`config.mk`:
```
export PLATFORM = sky130hd
export DESIGN_NAME = sfcd_front
export DESIGN_NICKNAME = d
export VERILOG_FILES = /design/src/rtl/sfcd_pkg.sv /design/src/rtl/sfcd_pin_sync.sv /design/src/rtl/sfcd_txser.sv /design/src/rtl/sfcd_mode.sv /design/src/rtl/sfcd_front.sv
export SDC_FILE = /design/constraint.sdc
export NUM_CORES = 1
export LEC_CHECK = 0
export ABC_AREA = 1
export BUFFER_PORTS_ARGS = -buffer_cell sky130_fd_sc_hd__buf_4
export CAP_MARGIN = 20
export CORE_ASPECT_RATIO = 0.7
export CORE_UTILIZATION = 60
export CTS_BUF_LIST = sky130_fd_sc_hd__clkbuf_4
export CTS_CLUSTER_DIAMETER = 80
export CTS_CLUSTER_SIZE = 14
export DETAILED_ROUTE_END_ITERATION = 10
export PLACE_DENSITY = 0.93
export REMOVE_ABC_BUFFERS = 1
export SETUP_SLACK_MARGIN = 0.02
export SLEW_MARGIN = 20
export SYNTH_ARGS = -nofsm -noshare
export SYNTH_HDL_FRONTEND = slang
export SYNTH_SLANG_ARGS = --single-unit
```
`constraint.sdc`:
```
create_clock -name clk -period 2 [get_ports clk]
set_clock_uncertainty 0.15 [all_clocks]
set_input_delay 0.1 -clock clk [delete_from_list [all_inputs] [get_ports clk]]
set_output_delay 0.1 -clock clk [all_outputs]
set_load 0.005 [all_outputs]
```
`src/rtl/sfcd_pkg.sv`:
```
package sfcd_pkg;

   localparam logic [7:0] OPC_WREN  = 8'h06;
   localparam logic [7:0] OPC_WRDI  = 8'h04;
   localparam logic [7:0] OPC_RDID  = 8'h9F;
   localparam logic [7:0] OPC_RDSR  = 8'h05;
   localparam logic [7:0] OPC_READ  = 8'h03;
   localparam logic [7:0] OPC_FAST  = 8'h0B;
   localparam logic [7:0] OPC_PW    = 8'h0A;
   localparam logic [7:0] OPC_PP    = 8'h02;
   localparam logic [7:0] OPC_PE    = 8'hDB;
   localparam logic [7:0] OPC_SE    = 8'hD8;
   localparam logic [7:0] OPC_DP    = 8'hB9;
   localparam logic [7:0] OPC_RDP   = 8'hAB;

   localparam logic [1:0] KIND_PW = 2'd0;
   localparam logic [1:0] KIND_PP = 2'd1;
   localparam logic [1:0] KIND_PE = 2'd2;
   localparam logic [1:0] KIND_SE = 2'd3;

   typedef enum logic [2:0] {
      ST_CMD, ST_ADDR, ST_DUMMY, ST_OUT, ST_WDATA, ST_WAIT, ST_IGNORE
   } sfcd_state_e;

   typedef enum logic [1:0] {
      SRC_MEM, SRC_ID, SRC_STAT
   } sfcd_src_e;

endpackage

```
`src/rtl/sfcd_pin_sync.sv`:
```
module sfcd_pin_sync #(
   parameter int STAGES = 2
) (
   input  logic clk,
   input  logic rst_n,
   input  logic csn_i,
   input  logic sclk_i,
   input  logic mosi_i,
   output logic cs_hi,
   output logic cs_fall,
   output logic cs_rise,
   output logic sclk_rise,
   output logic sclk_fall,
   output logic mosi_s
);
   localparam logic [2:0] PIN_RST = 3'b100;

   logic [STAGES-1:0][2:0] chain;
   logic [2:0]             last;
   logic [2:0]             prev;

   generate
      if (STAGES == 1) begin : g_one
         always_ff @(posedge clk or negedge rst_n) begin
            if (!rst_n) chain <= PIN_RST;
            else        chain <= {csn_i, sclk_i, mosi_i};
         end
      end else begin : g_chain
         always_ff @(posedge clk or negedge rst_n) begin
            if (!rst_n) chain <= {STAGES{PIN_RST}};
            else        chain <= {chain[STAGES-2:0], {csn_i, sclk_i, mosi_i}};
         end
      end
   endgenerate

   assign last = chain[STAGES-1];

   always_ff @(posedge clk or negedge rst_n) begin
      if (!rst_n) prev <= PIN_RST;
      else        prev <= last;
   end

   assign cs_hi     = last[2];
   assign cs_fall   = ~last[2] &  prev[2];
   assign cs_rise   =  last[2] & ~prev[2];
   assign sclk_rise =  last[1] & ~prev[1];
   assign sclk_fall = ~last[1] &  prev[1];
   assign mosi_s    = last[0];
endmodule

```
`src/rtl/sfcd_txser.sv`:
```
module sfcd_txser #(
   parameter int BYTE_W = 8
) (
   input  logic              clk,
   input  logic              rst_n,
   input  logic              clr,
   input  logic              fall,
   input  logic              load,
   input  logic [BYTE_W-1:0] ld_byte,
   output logic              dout,
   output logic              dout_oe,
   output logic              byte_done
);
   localparam int CW = $clog2(BYTE_W);

   logic [BYTE_W-1:0] sh;
   logic [CW-1:0]     cnt;

   assign byte_done = fall & ~clr & (cnt == CW'(BYTE_W - 1));

   always_ff @(posedge clk or negedge rst_n) begin
      if (!rst_n) begin
         sh      <= '0;
         cnt     <= '0;
         dout    <= 1'b0;
         dout_oe <= 1'b0;
      end else begin
         if (fall && !clr) begin
            dout    <= sh[BYTE_W-1];
            dout_oe <= 1'b1;
            cnt     <= cnt + CW'(1);
         end
         if (clr) begin
            dout_oe <= 1'b0;
            cnt     <= '0;
         end
         if (load)      sh <= ld_byte;
         else if (fall) sh <= {sh[BYTE_W-2:0], 1'b0};
      end
   end
endmodule

```
`src/rtl/sfcd_mode.sv`:
```
module sfcd_mode (
   input  logic clk,
   input  logic rst_n,
   input  logic wel_set,
   input  logic wel_clr,
   input  logic pd_set,
   input  logic pd_clr,
   output logic wel,
   output logic pd
);
   always_ff @(posedge clk or negedge rst_n) begin
      if (!rst_n) begin
         wel <= 1'b0;
         pd  <= 1'b0;
      end else begin
         if (wel_clr)      wel <= 1'b0;
         else if (wel_set) wel <= 1'b1;
         if (pd_clr)       pd  <= 1'b0;
         else if (pd_set)  pd  <= 1'b1;
      end
   end
endmodule

```
`src/rtl/sfcd_front.sv`:
```
module sfcd_front
   import sfcd_pkg::*;
#(
   parameter int          ADDR_W      = 20,
   parameter int          SYNC_STAGES = 2,
   parameter logic [7:0]  ID_MFR      = 8'h20,
   parameter logic [7:0]  ID_TYPE     = 8'h40,
   parameter logic [7:0]  ID_CAP      = 8'h14
) (
   input  logic              clk,
   input  logic              rst_n,
   input  logic              spi_csn,
   input  logic              spi_sclk,
   input  logic              spi_mosi,
   output logic              spi_miso,
   output logic              spi_miso_oe,
   output logic              mem_req,
   output logic [ADDR_W-1:0] mem_addr,
   input  logic [7:0]        mem_rdata,
   input  logic              seq_busy,
   output logic              op_valid,
   output logic [1:0]        op_kind,
   output logic [23:0]       op_addr,
   output logic              wr_valid,
   output logic [7:0]        wr_data
);
   localparam int PROTO_AW  = 24;
   localparam int ADDR_BYTES = PROTO_AW / 8;

   generate
      if (ADDR_W < 8 || ADDR_W > PROTO_AW) begin : g_bad_aw
         $error("sfcd_front: ADDR_W must lie in 8..24");
      end
      if (SYNC_STAGES < 1 || SYNC_STAGES > 4) begin : g_bad_sync
         $error("sfcd_front: SYNC_STAGES must lie in 1..4");
      end
   endgenerate

   logic cs_hi, cs_fall, cs_rise, s_rise, s_fall, mosi_s;
   logic wel, pd;
   logic tx_done, tx_load, start_fetch;
   logic [7:0] tx_byte;

   sfcd_state_e         st;
   sfcd_src_e           src;
   logic [7:0]          op_q;
   logic [PROTO_AW-1:0] addr;
   logic [6:0]          shreg;
   logic [2:0]          bcnt;
   logic [2:0]          nbytes;
   logic [1:0]          id_idx;
   logic                ld_mem_q;

   sfcd_pin_sync #(.STAGES(SYNC_STAGES)) u_sync (
      .clk(clk), .rst_n(rst_n),
      .csn_i(spi_csn), .sclk_i(spi_sclk), .mosi_i(spi_mosi),
      .cs_hi(cs_hi), .cs_fall(cs_fall), .cs_rise(cs_rise),
      .sclk_rise(s_rise), .sclk_fall(s_fall), .mosi_s(mosi_s)
   );

   wire [7:0] in_byte  = {shreg, mosi_s};
   wire       bit_in   = s_rise & ~cs_hi;
   wire       byte_end = bit_in & (bcnt == 3'd7);
   wire       whole    = (bcnt == 3'd0);
   wire       mod_ok   = wel & ~pd & ~seq_busy;
   wire [7:0] stat     = {6'b0, wel, seq_busy};
   wire       out_st   = (st == ST_OUT);

   // decode of the instruction byte
   sfcd_state_e cmd_next;
   sfcd_src_e   cmd_src;
   always_comb begin
      cmd_next = ST_IGNORE;
      cmd_src  = SRC_MEM;
      if (!pd) begin
         case (in_byte)
            OPC_RDID: begin cmd_next = ST_OUT; cmd_src = SRC_ID; end
            OPC_RDSR: begin cmd_next = ST_OUT; cmd_src = SRC_STAT; end
            OPC_READ, OPC_FAST: cmd_next = ST_ADDR;
            OPC_PW, OPC_PP, OPC_PE, OPC_SE: cmd_next = mod_ok ? ST_ADDR : ST_IGNORE;
            default: cmd_next = ST_IGNORE;
         endcase
      end
   end

   sfcd_state_e addr_next;
   always_comb begin
      case (op_q)
         OPC_READ:       addr_next = ST_OUT;
         OPC_FAST:       addr_next = ST_DUMMY;
         OPC_PW, OPC_PP: addr_next = ST_WDATA;
         default:        addr_next = ST_WAIT;
      endcase
   end

   logic [7:0] id_next;
   always_comb begin
      case (id_idx)
         2'd1:    id_next = ID_TYPE;
         2'd2:    id_next = ID_CAP;
         default: id_next = 8'h00;
      endcase
   end

   // output byte sourcing
   always_comb begin
      tx_load     = 1'b0;
      tx_byte     = 8'h00;
      start_fetch = 1'b0;
      if (ld_mem_q) begin
         tx_load = 1'b1;
         tx_byte = mem_rdata;
      end
      if (byte_end && st == ST_CMD && cmd_next == ST_OUT) begin
         tx_load = 1'b1;
         tx_byte = (cmd_src == SRC_ID) ? ID_MFR : stat;
      end
      if (byte_end && ((st == ST_ADDR && nbytes == 3'(ADDR_BYTES) && op_q == OPC_READ)
                       || st == ST_DUMMY))
         start_fetch = 1'b1;
      if (tx_done && out_st) begin
         case (src)
            SRC_MEM: start_fetch = 1'b1;
            SRC_ID:  begin tx_load = 1'b1; tx_byte = id_next; end
            default: begin tx_load = 1'b1; tx_byte = stat; end
         endcase
      end
   end

   // actions taken when chip select rises
   wire one_byte = cs_rise & whole & (nbytes == 3'd1);
   wire issue    = cs_rise & whole &
                   ((st == ST_WAIT  && nbytes == 3'(ADDR_BYTES + 1)) ||
                    (st == ST_WDATA && nbytes >= 3'(ADDR_BYTES + 2)));
   wire wel_set  = one_byte & ~pd & (op_q == OPC_WREN);
   wire wel_clr  = (one_byte & ~pd & (op_q == OPC_WRDI)) | issue;
   wire pd_set   = one_byte & ~pd & (op_q == OPC_DP);
   wire pd_clr   = one_byte &  pd & (op_q == OPC_RDP);

   sfcd_mode u_mode (
      .clk(clk), .rst_n(rst_n),
      .wel_set(wel_set), .wel_clr(wel_clr),
      .pd_set(pd_set), .pd_clr(pd_clr),
      .wel(wel), .pd(pd)
   );

   sfcd_txser #(.BYTE_W(8)) u_tx (
      .clk(clk), .rst_n(rst_n),
      .clr(cs_hi | ~out_st), .fall(s_fall & ~cs_hi & out_st),
      .load(tx_load), .ld_byte(tx_byte),
      .dout(spi_miso), .dout_oe(spi_miso_oe), .byte_done(tx_done)
   );

   always_ff @(posedge clk or negedge rst_n) begin
      if (!rst_n) begin
         st       <= ST_IGNORE;
         src      <= SRC_MEM;
         op_q     <= 8'h00;
         addr     <= '0;
         shreg    <= '0;
         bcnt     <= '0;
         nbytes   <= '0;
         id_idx   <= '0;
         mem_req  <= 1'b0;
         ld_mem_q <= 1'b0;
         op_valid <= 1'b0;
         op_kind  <= KIND_PW;
         op_addr  <= '0;
         wr_valid <= 1'b0;
         wr_data  <= 8'h00;
      end else begin
         mem_req  <= start_fetch;
         ld_mem_q <= mem_req;
         wr_valid <= 1'b0;
         op_valid <= issue;
         if (issue) begin
            op_addr <= addr;
            case (op_q)
               OPC_PW:  op_kind <= KIND_PW;
               OPC_PP:  op_kind <= KIND_PP;
               OPC_PE:  op_kind <= KIND_PE;
               default: op_kind <= KIND_SE;
            endcase
         end
         if (mem_req) addr <= addr + PROTO_AW'(1);
         if (tx_done && out_st && src == SRC_ID && id_idx != 2'd3)
            id_idx <= id_idx + 2'd1;
         if (cs_fall) begin
            st     <= ST_CMD;
            bcnt   <= '0;
            nbytes <= '0;
         end else if (bit_in) begin
            shreg <= in_byte[6:0];
            bcnt  <= bcnt + 3'd1;
            if (byte_end) begin
               if (nbytes != 3'd7) nbytes <= nbytes + 3'd1;
               case (st)
                  ST_CMD: begin
                     op_q   <= in_byte;
                     st     <= cmd_next;
                     src    <= cmd_src;
                     id_idx <= 2'd1;
                  end
                  ST_ADDR: begin
                     addr <= {addr[PROTO_AW-9:0], in_byte};
                     if (nbytes == 3'(ADDR_BYTES)) st <= addr_next;
                  end
                  ST_DUMMY: st <= ST_OUT;
                  ST_WDATA: begin
                     wr_valid <= 1'b1;
                     wr_data  <= in_byte;
                  end
                  default: ;
               endcase
            end
         end
      end
   end

   assign mem_addr = addr[ADDR_W-1:0];
endmodule

```
Word-level counts from Yosys, hierarchy flattened
Cells that the tools add are included.
{"block": "word_totals", "rom_bits": 0, "output_inout_bits": 59, "inputBits": 14, "n_memories": 0, "latchBits": 0, "register_bits": 114, "elab_cells": 186, "ram_bits": 0}
{"block": "op_classes", "bitwise_logic": 32, "order_cmp": 1, "n_div": 0, "addsub": 5, "shifts": 0, "multipliers": 0, "n_mux": 55, "n_reduce_logical": 34, "n_eq_ne": 35}
{"op": "24-bit two-way mux", "count": 5}
{"op": "8-bit == test (second input constant)", "count": 6}
{"op": "3-bit two-way mux", "count": 14}
{"op": "8-bit two-way mux", "count": 5}
{"op": "8-bit by 2-bit == test with 1-bit output (second input constant)", "count": 4}
{"op": "8-bit by 4-bit == test with 1-bit output (second input constant)", "count": 4}
{"op": "3-bit one-hot mux with 3 select lines", "count": 3}
{"op": "24-bit by 1-bit adder with 24-bit output (second input constant)", "count": 1}
{"op": "8-bit by 3-bit == test with 1-bit output (second input constant)", "count": 3}
{"op": "1-bit bitwise AND", "count": 21}
{"op": "1-bit two-way mux", "count": 17}
{"op": "8-bit one-hot mux with 2 select lines", "count": 1}
{"op": "3-bit == test (second input constant)", "count": 5}
{"op": "7-bit one-hot mux with 2 select lines", "count": 1}
{"op": "2-bit nonzero test", "count": 7}
{"op": "3-bit by 2-bit == test with 1-bit output (second input constant)", "count": 4}
{"op": "2-bit two-way mux", "count": 6}
{"op": "4-bit AND reduction", "count": 3}
{"op": "1-bit logical AND", "count": 11}
{"op": "3-bit by 1-bit adder with 3-bit output (second input constant)", "count": 3}
{"op": "1-bit inverter", "count": 9}
{"op": "2-bit by 1-bit == test with 1-bit output (second input constant)", "count": 3}
{"op": "3-bit by 1-bit == test with 1-bit output (second input constant)", "count": 2}
{"op": "3-bit logical NOT", "count": 2}
{"op": "18 further kinds", "count": 22}

Depth between registers and ports, before layout
Gate-level depths: netlist (run 1).
{"block": "depth", "depth_word": 14, "depth_mapped": 12, "depth_no_buf": 12}

Modules after synthesis
A second synthesis (run 1) with hierarchy kept.
{"block": "hier_totals", "hier_cells": 725, "area_unflattened_um2": 5894.4}
{"module": "sfcd_front", "seq_area_each_um2": 2254.7, "instances": 1, "area_each_um2": 4998.5, "cells_per_inst": 635}
{"module": "sfcd_txser", "seq_area_each_um2": 325.3, "instances": 1, "area_each_um2": 596.8, "cells_per_inst": 68}
{"module": "sfcd_pin_sync", "seq_area_each_um2": 203.9, "instances": 1, "area_each_um2": 234.0, "cells_per_inst": 16}
{"module": "sfcd_mode", "seq_area_each_um2": 50.0, "instances": 1, "area_each_um2": 65.1, "cells_per_inst": 6}

Worst setup path before layout (run 1)
Ideal clock, no wire load.
{"block": "synth_path", "kind": "register -> register", "from": "register bcnt[0]", "to": "register u_tx.sh[1]", "t_arrival_ns": 1.515, "setup_slack_ns": 0.262, "required_time_ns": 1.777, "stages_incl_launch_ff": 10, "setup_time_ns": 0.073, "cell_sequence": "dfrtp_1 -> ha_1 -> ha_1 -> nand4_4 -> nor2_2 -> nand3_4 -> buf_6 -> a21boi_1 -> nand2_1 -> a21oi_2"}
{"block": "synth_between", "elab_chain_cells": 8, "word_cells_on_any_way": 12}
{"item": "start: declaration", "line": "sfcd_front.sv:49", "text": "logic [2:0] bcnt;"}
{"item": "start signal: assignment", "line": "sfcd_front.sv:194", "text": "bcnt <= bcnt + 3'd1;"}
{"item": "3-bit == test *", "line": "sfcd_front.sv:63", "text": "wire byte_end = bit_in & (bcnt == 3'd7);"}
{"item": "1-bit bitwise AND *", "line": "sfcd_front.sv:63"}
{"item": "1-bit logical AND * (2 in series)", "line": "sfcd_front.sv:114", "text": "if (byte_end && st == ST_CMD && cmd_next == ST_OUT) begin"}
{"item": "8-bit two-way mux or 1-bit two-way mux (tied branches)", "line": "sfcd_front.sv:114"}
{"item": "8-bit one-hot mux with 2 select lines or 1-bit two-way mux (tied branches)", "line": "sfcd_front.sv:122", "text": "case (src)"}
{"item": "8-bit two-way mux or 1-bit two-way mux (tied branches)", "line": "sfcd_front.sv:121", "text": "if (tx_done && out_st) begin"}
{"item": "8-bit two-way mux or 2-bit nonzero test (tied branches)"}
{"item": "end signal: assignment", "line": "sfcd_txser.sv:37", "text": "if (load) sh <= ld_byte;"}
{"item": "end signal: assignment", "line": "sfcd_txser.sv:38", "text": "else if (fall) sh <= {sh[BYTE_W-2:0], 1'b0};"}
{"item": "end: declaration", "line": "sfcd_txser.sv:16", "text": "logic [BYTE_W-1:0] sh;"}
Every way passes the cells marked *; elsewhere a longest branch is shown, timed or not.
A chain may end at the register's enable or synchronous reset.

Worst setup path after layout (run 1)
Same ends and word-level chain as after synthesis.

==> results of run 1 <==
==> state kept, by name (all words and copies together) (netlist names), 3 cells and up <==
name and count:
addr 24, nbytes 3, shreg 7, op_q 8
bcnt 3, wr_data 8, u_tx.cnt 3, op_addr 24
st 3, u_tx.sh 8, u_sync.last 3, u_sync.chain 3
==> critical path, cell delays in order, from the launching register on <==
cell and delay (ns):
dfrtp_1 0.38, ha_1 0.16, ha_2 0.19, nand4_4 0.12, nor2_4 0.23, nand4_1 0.19, o21ai_0 0.25, nand2_1 0.10
a21oi_2 0.14
==> final timing paths <==
path	start	end	slack (ns)
max in group asynchronous	rst_n	op_addr[0]	0.80
worst min register to register	u_sync.chain[1]	u_sync.last[1]	0.21
worst min-delay path	spi_sclk	u_sync.chain[1]	0.08
min in group asynchronous	rst_n	u_sync.prev[2]	0.53
worst max register to register	bcnt[0]	u_tx.sh[1]	0.03
worst max-delay path	bcnt[0]	u_tx.sh[1]	0.03
==> power groups by stage <==
stage | clock (mW) | combinational, mW | sequential [mW]
2_1_floorplan | 0 | 0.175 | 2.44
3_3_place_gp | 0 | 0.299 | 2.45
3_5_place_dp | 0 | 0.318 | 2.45
4_1_cts | 2.01 | 0.347 | 2.41
5_1_grt | 2.11 | 0.417 | 2.43
6_report | 2.01 | 0.379 | 2.42
==> placed cells by master, fill, tap and decap left out, types with 5 or more instances in the layout <==
cell type,count
nor2_2,11
clkbuf_4,19
a21oi_1,14
dfstp_2,5
nand2_2,5
nand3_1,38
o21ai_0,77
dlygate4sd3_1,14
xor2_1,10
inv_1,73
nand2_1,207
buf_4,101
inv_2,11
nor3_1,9
nor3_2,5
ha_1,12
bufinv_16,5
nand4_1,12
nor2_1,52
dfrtp_1,104
==> routing by layer <==
layer	GRT usage [%]	wire [um]	vias to the layer above
met5	0	0	-
met4	11.00	446	0
met3	9.005	2080	58
met2	48.48	7698	408
met1	45.76	6739	2661
li1	-	-	2537
==> cell type report <==
class                           count  area [um2]  share of cell area, %
Clock buffer                       19       142.6                  1.968
Clock inverter                     13       191.4                  2.641
Inverter                           85       321.6                  4.436
Multi-Input combinational cell    498        2616                  36.09
Sequential cell                   113        2839                  39.16
Tap cell                          124       155.1                  2.140
Timing Repair Buffer              119       983.4                  13.57
==> kinds of logic after synthesis <==
kind of cell    Yosys count  synth area share (%)
simple gates            365                 28.47
flops                   113                 48.08
buf+inv                 121                 9.404
fa+ha+maj                14                 2.972
xor+xnor                 10                 1.486
compound gates          107                 9.595
==> stage by stage <==
stage	utilization, %	worst slack (ns)
floorplan	-	-0.1664
global placement	70.25	0.04132
detailed placement	70.25	-0.007873
CTS	75.69	0.03535
global route	78.04	-0.05248
finish	78.04	0.03112
==> repair_timing <==
| item | 4_1_cts | 5_1_grt |
|---|---|---|
| setup buffers | 0 | 12 |
| gates resized for setup | 5 | 20 |
| hold buffers | 15 | 0 |
| endpoints found under the hold margin | 124 | 0 |
| pin swaps | 0 | 9 |
| cloned | 0 | 3 |
| setup endpoints to repair | 5 | 55 |
==> results_dict.tcl, run 1 <==
set metrics [dict create \
    synthTopCellsByArea "dfrtp_1, nand2_1, o21ai_0" \
    period_share_pct 98.44 \
    fin_crit_ns 1.969 \
    drv_cap 0 \
    cts.reportedPaths.clkPinSlew_ns 0.11 \
    ys_top_cells_by_count "nand2_1, dfrtp_1, o21ai_0, inv_1, nor2_1" \
    dpl_cell_area_um2 6525 \
    grt_use_total_pct 32.39 \
    vias_per_cell 5.833 \
    nets 862 \
    post_drt_wl_per_cell_um 17.47 \
    cts_buffers 17 \
    ys_dominant_reg_cell "dfrtp_1" \
    ys_ff_latch 113 \
    seqPwrFrac_pct 50.3 \
    die_x_um 120.5 \
    final_cell_area_um2 7249 \
    synth.top_cell.area_share_pct 45.85 \
    synth_most_common_cell "nand2_1" \
    yosysUniqueCellTypes 41 \
    ant_nets 0 \
    final_cells 971 \
    start_util_pct 63.46 \
    grt_first_pass_wirelength_um 25360 \
    path_class "flop to flop" \
    gp_congestion 0.9666 \
    core_area_um2 9289 \
    ir_drop_mv 0.6055 \
    start_kind "flop" \
    r2r_cells 8 \
    hold_class "input port to flop" \
    die_h_um 84.93 \
    cp.arrival_ns 2.27 \
    synth_warnings 0 \
    drt_wl_total_um 16960 \
    pwr-share-comb_pct 7.9 \
    swShare_pct 24.91 \
    slew_violations 0 \
    synth_cells 730 \
    grt_overflow_total 0 \
    io_buffers 72 \
    setup_viol 0 \
    synth-edff-count 0 \
    final-hold-violation-count 0 \
    tightest_slew_ns 0.6289 \
    synth_area_um2 5894 \
    p_per_area_nw_per_um2 663.2 \
    finalHoldWorstSlack_ns 0.07648 \
    grt_pass1_vias 5204 \
    rsz0062_at_grt "true" \
    placed_cells 909 \
    clock_path_buffers 2 \
    synth_seq_area_share_pct 48.08 \
    min_path_cells 2 \
    antenna_found_initial 0 \
    first_iter_violations 700 \
    syn_area_per_cell_um2 8.075 \
    clkLatencyLatePin_ns 0.52 \
    cts_sinks 113 \
    dp_hpwl_um 11270 \
    cts_tree "yes" \
    power_leakage_nw 3.560 \
    cts_root_buf "clkbuf_4" \
    grt_max_degree 48 \
    synth_top_area_cell "dfrtp_1" \
    intPower_mw 3.611 \
    die_area_um2 10230 \
    cts_max_level 4 \
    row_count 29 \
    num_vias 5664 \
    ios 73 \
    end_kind "flop" \
    post-route-drc-count 0 \
    switching_power_mw 1.198 \
    clock.fmax_mhz 507.9 \
    power_mw 4.808 \
    required_ns 2.31 \
    ys_async_sr_fraction_pct 100.0 \
    dr.pass1.iters 7 \
    status "finished clean" \
    worstPathMaxFanout 4 \
    n_fill_cell 617 \
    drive_gt1_share_pct 23.73 \
    max_slew_margin_pct 58.03 \
    pwr-share-clk_pct 41.8 \
    finalSetupTns_ns 0 \
    n_antenna_cell 0 \
    syn_to_final_growth_pct 22.99 \
]
No activity file was read; power rests on OpenSTA's default activity.
==> run 2: changes to the inputs <==
- MAX_ROUTING_LAYER: unset -> met4
==> results_dict.tcl, run 2 (synthesis gave the netlist of run 1 again) <==
set metrics [dict create \
    power_mw 4.905 \
    slew_violations 0 \
    final_common_cell "nand2_1" \
    grt_overflow_total 0 \
    path_class "flop to flop" \
    post-route-drc-count 0 \
    drv_cap 0 \
    syn_to_final_growth_pct 25.73 \
    dp_hpwl_um 11470 \
    tightest_slew_ns 0.6271 \
    final_cell_area_um2 7411 \
    required_ns 2.34 \
    final_cells 973 \
    n_antenna_cell 0 \
    crit_chain "ha_1 > ha_1 > a21oi_1 > nor2_1 > a21oi_1 > nand2_1 > nand2_1" \
    critical_path.max_stage_delay_ns 0.48 \
    cts_tree "yes" \
    cp.arrival_ns 2.36 \
    setup_viol 1 \
    period_share_pct 101.1 \
    clock_path_buffers 2 \
    rsz0062_at_grt "true" \
    core_area_um2 9289 \
    io_buffers 72 \
    num_vias 5870 \
    regToRegEndpoint "st[0]" \
    placed_cells 910 \
    dpl_worst_slack_ns -0.004242 \
    nets 864 \
    cts_buffers 17 \
    top_regs "addr x24, op_addr x24" \
    final_cell_mix "nand2_1, dfrtp_1, buf_4, o21ai_0, inv_1" \
    regToRegSetupSlack_ns -0.02 \
    r2r_cells 7 \
    dpl_cell_area_um2 6545 \
    first_iter_violations 777 \
    crit_buf_inv 0 \
    cts_sinks 113 \
    drt_wl_total_um 17960 \
    ant_nets 0 \
    final-hold-violation-count 0 \
    post_drt_wl_per_cell_um 18.46 \
    p_per_area_nw_per_um2 661.8 \
    vias_per_cell 6.033 \
    setup_slack_ns -0.02243 \
    clkLatencyLatePin_ns 0.56 \
    end_kind "flop" \
    drive_gt1_share_pct 25.56 \
    start_util_pct 63.46 \
    clock.fmax_mhz 494.5 \
    die_x_um 120.5 \
    finalHoldWorstSlack_ns 0.009870 \
    ios 73 \
    cts_root_buf "clkbuf_4" \
    cts_max_level 4 \
    die_h_um 84.93 \
    grt_use_total_pct 34.10 \
    critPathTopFamily "compound AO/OA/AOI/OAI gates" \
    critPathSlowestCell "dfrtp_1" \
    die_area_um2 10230 \
    worstPathMaxFanout 4 \
    grt_max_degree 52 \
    row_count 29 \
    cts.reportedPaths.clkPinSlew_ns 0.12 \
    fin_crit_ns 2.022 \
    violations "setup timing" \
    reg2reg_from "nbytes[0]" \
    ir_drop_mv 0.6541 \
    grt_first_pass_wirelength_um 25600 \
    antenna_found_initial 0 \
    status "finished with violations" \
    start_kind "flop" \
    dr.pass1.iters 6 \
    gp_congestion 1.035 \
    power_leakage_nw 3.653 \
    cp.depth 7 \
    grt_pass1_vias 5152 \
    hold_class "input port to async pin" \
    max_slew_margin_pct 58.15 \
]
==> run 2: cell types whose count changed in the layout (fill, tap and decap cells not counted), sizes merged <==
cell	change
clkbuf	+1
inv	+1
clkinv	-2
clkinvlp	+2
==> run 2: final cells by class <==
class                      count  area (um2)
sequential                   113        2843
clock buffer                  18       135.1
inverter                      85       324.1
clock inverter                14       212.7
multi-input combinational    498        2685
fill                         587        1878
timing repair buffer         121        1056
tap                          124       155.1
==> run 2: per-layer routing <==
layer / global-route usage, % / part of all wire [%] / up-vias
met5: - / 0 / -
met4: 11.90 / 3.1 / 0
met3: 11.09 / 14 / 80
met2: 48.33 / 45 / 460
met1: 46.10 / 38 / 2771
li1: - / - / 2559
==> run 2: tightest hold or removal path: cells and delay by family <==
| family | cells | cell delay [ns] |
|---|---|---|
| buf+inv | 3 | 1.08 |
==> run 2: report_power, final <==
group	switching, mW	total [mW]	internal [mW]
Combinational	0.258	0.400	0.142
Sequential	0.0775	2.42	2.35
Clock	0.952	2.08	1.13
Total	1.29	4.90	3.62
==> run 2: per-stage QoR <==
step / setup TNS [ns] / util [%]
2_1_floorplan: -3.234 / -
3_3_place_gp: 0 / 70.46
3_5_place_dp: -0.004242 / 70.46
4_1_cts: 0 / 75.98
5_1_grt: -0.2160 / 79.78
6_report: -0.02243 / 79.78
==> run 2: worst max path at each step <==
stage	slack, ns	end	startpoint
floorplan	-0.17	op_addr[12]	nbytes[0]
global placement	0.06	addr[20]	addr[1]
detailed placement	-0.004	addr[14]	addr[1]
CTS	0.02	addr[22]	addr[0]
global route	-0.04	u_tx.sh[1]	st[1]
finish	-0.02	st[0]	nbytes[0]
==> run 2: repair_timing <==
action	in CTS	in global routing
endpoints found under the setup margin	7	72
gates resized for setup	2	42
hold endpoints to repair	125	0
hold buffers	15	0
buffers inserted	1	10
pin swaps	0	12
cloned	0	5
==> run 3: changes to the inputs <==
- CORE_MARGIN: unset -> 2
==> results_dict.tcl, run 3 (synthesis gave the netlist of run 1 again) <==
set metrics [dict create \
    final_cell_area_um2 7219 \
    first_iter_violations 650 \
    clkLatencyLatePin_ns 0.54 \
    n_fill_cell 702 \
    num_vias 5502 \
    cts_buffers 17 \
    final_cell_mix "nand2_1, dfrtp_1, buf_4, inv_1, o21ai_0" \
    ant_nets 0 \
    setup_viol 0 \
    cp-startpoint "bcnt[0]" \
    die_h_um 86.93 \
    cp.arrival_ns 2.30 \
    drv_cap 0 \
    slew_violations 0 \
    min_from "spi_sclk" \
    rsz0062_at_grt "true" \
    required_ns 2.32 \
    grt_max_degree 48 \
    finalSetupTns_ns 0 \
    start_util_pct 61.34 \
    n_antenna_cell 0 \
    clock.fmax_mhz 506.4 \
    drive_gt1_share_pct 23.58 \
    clock_path_buffers 2 \
    post_drt_wl_per_cell_um 16.70 \
    start_kind "flop" \
    path_class "flop to flop" \
    dpl_worst_slack_ns 0.004471 \
    hold_class "input port to flop" \
    core_area_um2 9609 \
    end_kind "flop" \
    cts_tree "yes" \
    fin_crit_ns 1.975 \
    gp_congestion 1.006 \
    top_regs "addr x24, op_addr x24" \
    p_per_area_nw_per_um2 625.5 \
    tightest_slew_ns 0.5921 \
    ios 73 \
    period_share_pct 98.74 \
    ir_drop_mv 0.5703 \
    dpl_cell_area_um2 6555 \
    grt_pass1_vias 4988 \
    cts_max_level 4 \
    final-hold-violation-count 0 \
    cts.reportedPaths.clkPinSlew_ns 0.12 \
    die_x_um 122.5 \
    syn_to_final_growth_pct 22.48 \
    antenna_found_initial 0 \
    vias_per_cell 5.660 \
    grt_overflow_total 0 \
    row_count 30 \
    post-route-drc-count 0 \
    io_buffers 72 \
    dr.pass1.iters 5 \
    die_area_um2 10650 \
    worstPathMaxFanout 7 \
    cts_sinks 113 \
    reg2reg_from "bcnt[0]" \
    grt_use_total_pct 31.24 \
    drt_wl_total_um 16230 \
    max_slew_margin_pct 60.49 \
    grt_first_pass_wirelength_um 24610 \
    final_cells 972 \
    power_leakage_nw 3.530 \
    status "finished clean" \
    nets 859 \
    cts_root_buf "clkbuf_4" \
    setup_slack_ns 0.02511 \
    final_common_cell "nand2_1" \
    placed_cells 913 \
    dp_hpwl_um 11460 \
]
==> run 3: changes by cell type in the layout (fill, tap and decap cells not counted), moves of 3 or more <==
cell	before	now
o21ai_1	5	10
dfrtp_1	101	105
dfrtp_2	7	3
o21ai_0	75	71
buf_4	98	95
bufinv_16	5	2
inv_6	1	4
nor3_2	2	5
nor3_4	6	3
==> run 3: metal layers <==
metal / share of wire, % / track usage, % / wire length [um] / vias up
li1: - / - / - / 2542
met1: 42 / 43.44 / 6804 / 2605
met2: 46 / 44.29 / 7448 / 311
met3: 10 / 8.312 / 1629 / 44
met4: 2.1 / 11.29 / 346 / 0
met5: 0 / - / 0 / -
==> run 3: where the power goes <==
part	switching, mW	total (mW)	internal [mW]
sequential	0.0676	2.41	2.35
clock	0.985	1.74	0.753
combinational	0.237	0.363	0.126
==> run 3: worst max-delay path, stage by stage (launching register included) <==
cell     delay (ns)
dfrtp_1        0.40
ha_2           0.22
ha_4           0.15
nand4_4        0.12
nor2_4         0.24
nand3_4        0.17
buf_4          0.19
nand4_2        0.11
nor2_1         0.06
a21oi_1        0.11
==> run 3: per-stage QoR <==
stage,hold WS (ns),total power [mW],utilization [%]
2_1_floorplan,-0.3456,2.612,-
3_3_place_gp,-0.02442,2.750,68.22
3_5_place_dp,-0.01625,2.778,68.22
4_1_cts,0.02998,4.503,72.71
5_1_grt,0.04184,4.669,75.13
6_report,0.05809,4.516,75.13
==> run 3: what timing repair did <==
item	CTS	global route
gates resized for setup	1	27
endpoints found under the hold margin	124	0
gates cloned	0	4
setup buffers	0	9
hold buffers	14	0
setup endpoints to repair	1	41
pin swaps	0	9
==> run 3: cell type report <==
type                            instances  area, um2  area share (%)
Sequential cell                       113       2838           39.31
Multi-Input combinational cell        498       2610           36.15
Timing Repair Buffer                  116       1003           13.90
Inverter                               85      321.6           4.454
Tap cell                              128      160.2           2.218
Clock inverter                         15      158.9           2.201
Clock buffer                           17      127.6           1.768
==> run 3: final timing paths <==
kind / end / slack, ns / depth (start not counted)
max in group asynchronous: u_sync.last[2] / 0.53 / 4
min reg2reg: u_sync.last[2] / 0.21 / 0
min: u_sync.chain[1] / 0.06 / 2
min in group asynchronous: shreg[1] / 0.48 / 3
max: u_tx.sh[3] / 0.03 / 9
max reg2reg: u_tx.sh[3] / 0.03 / 9
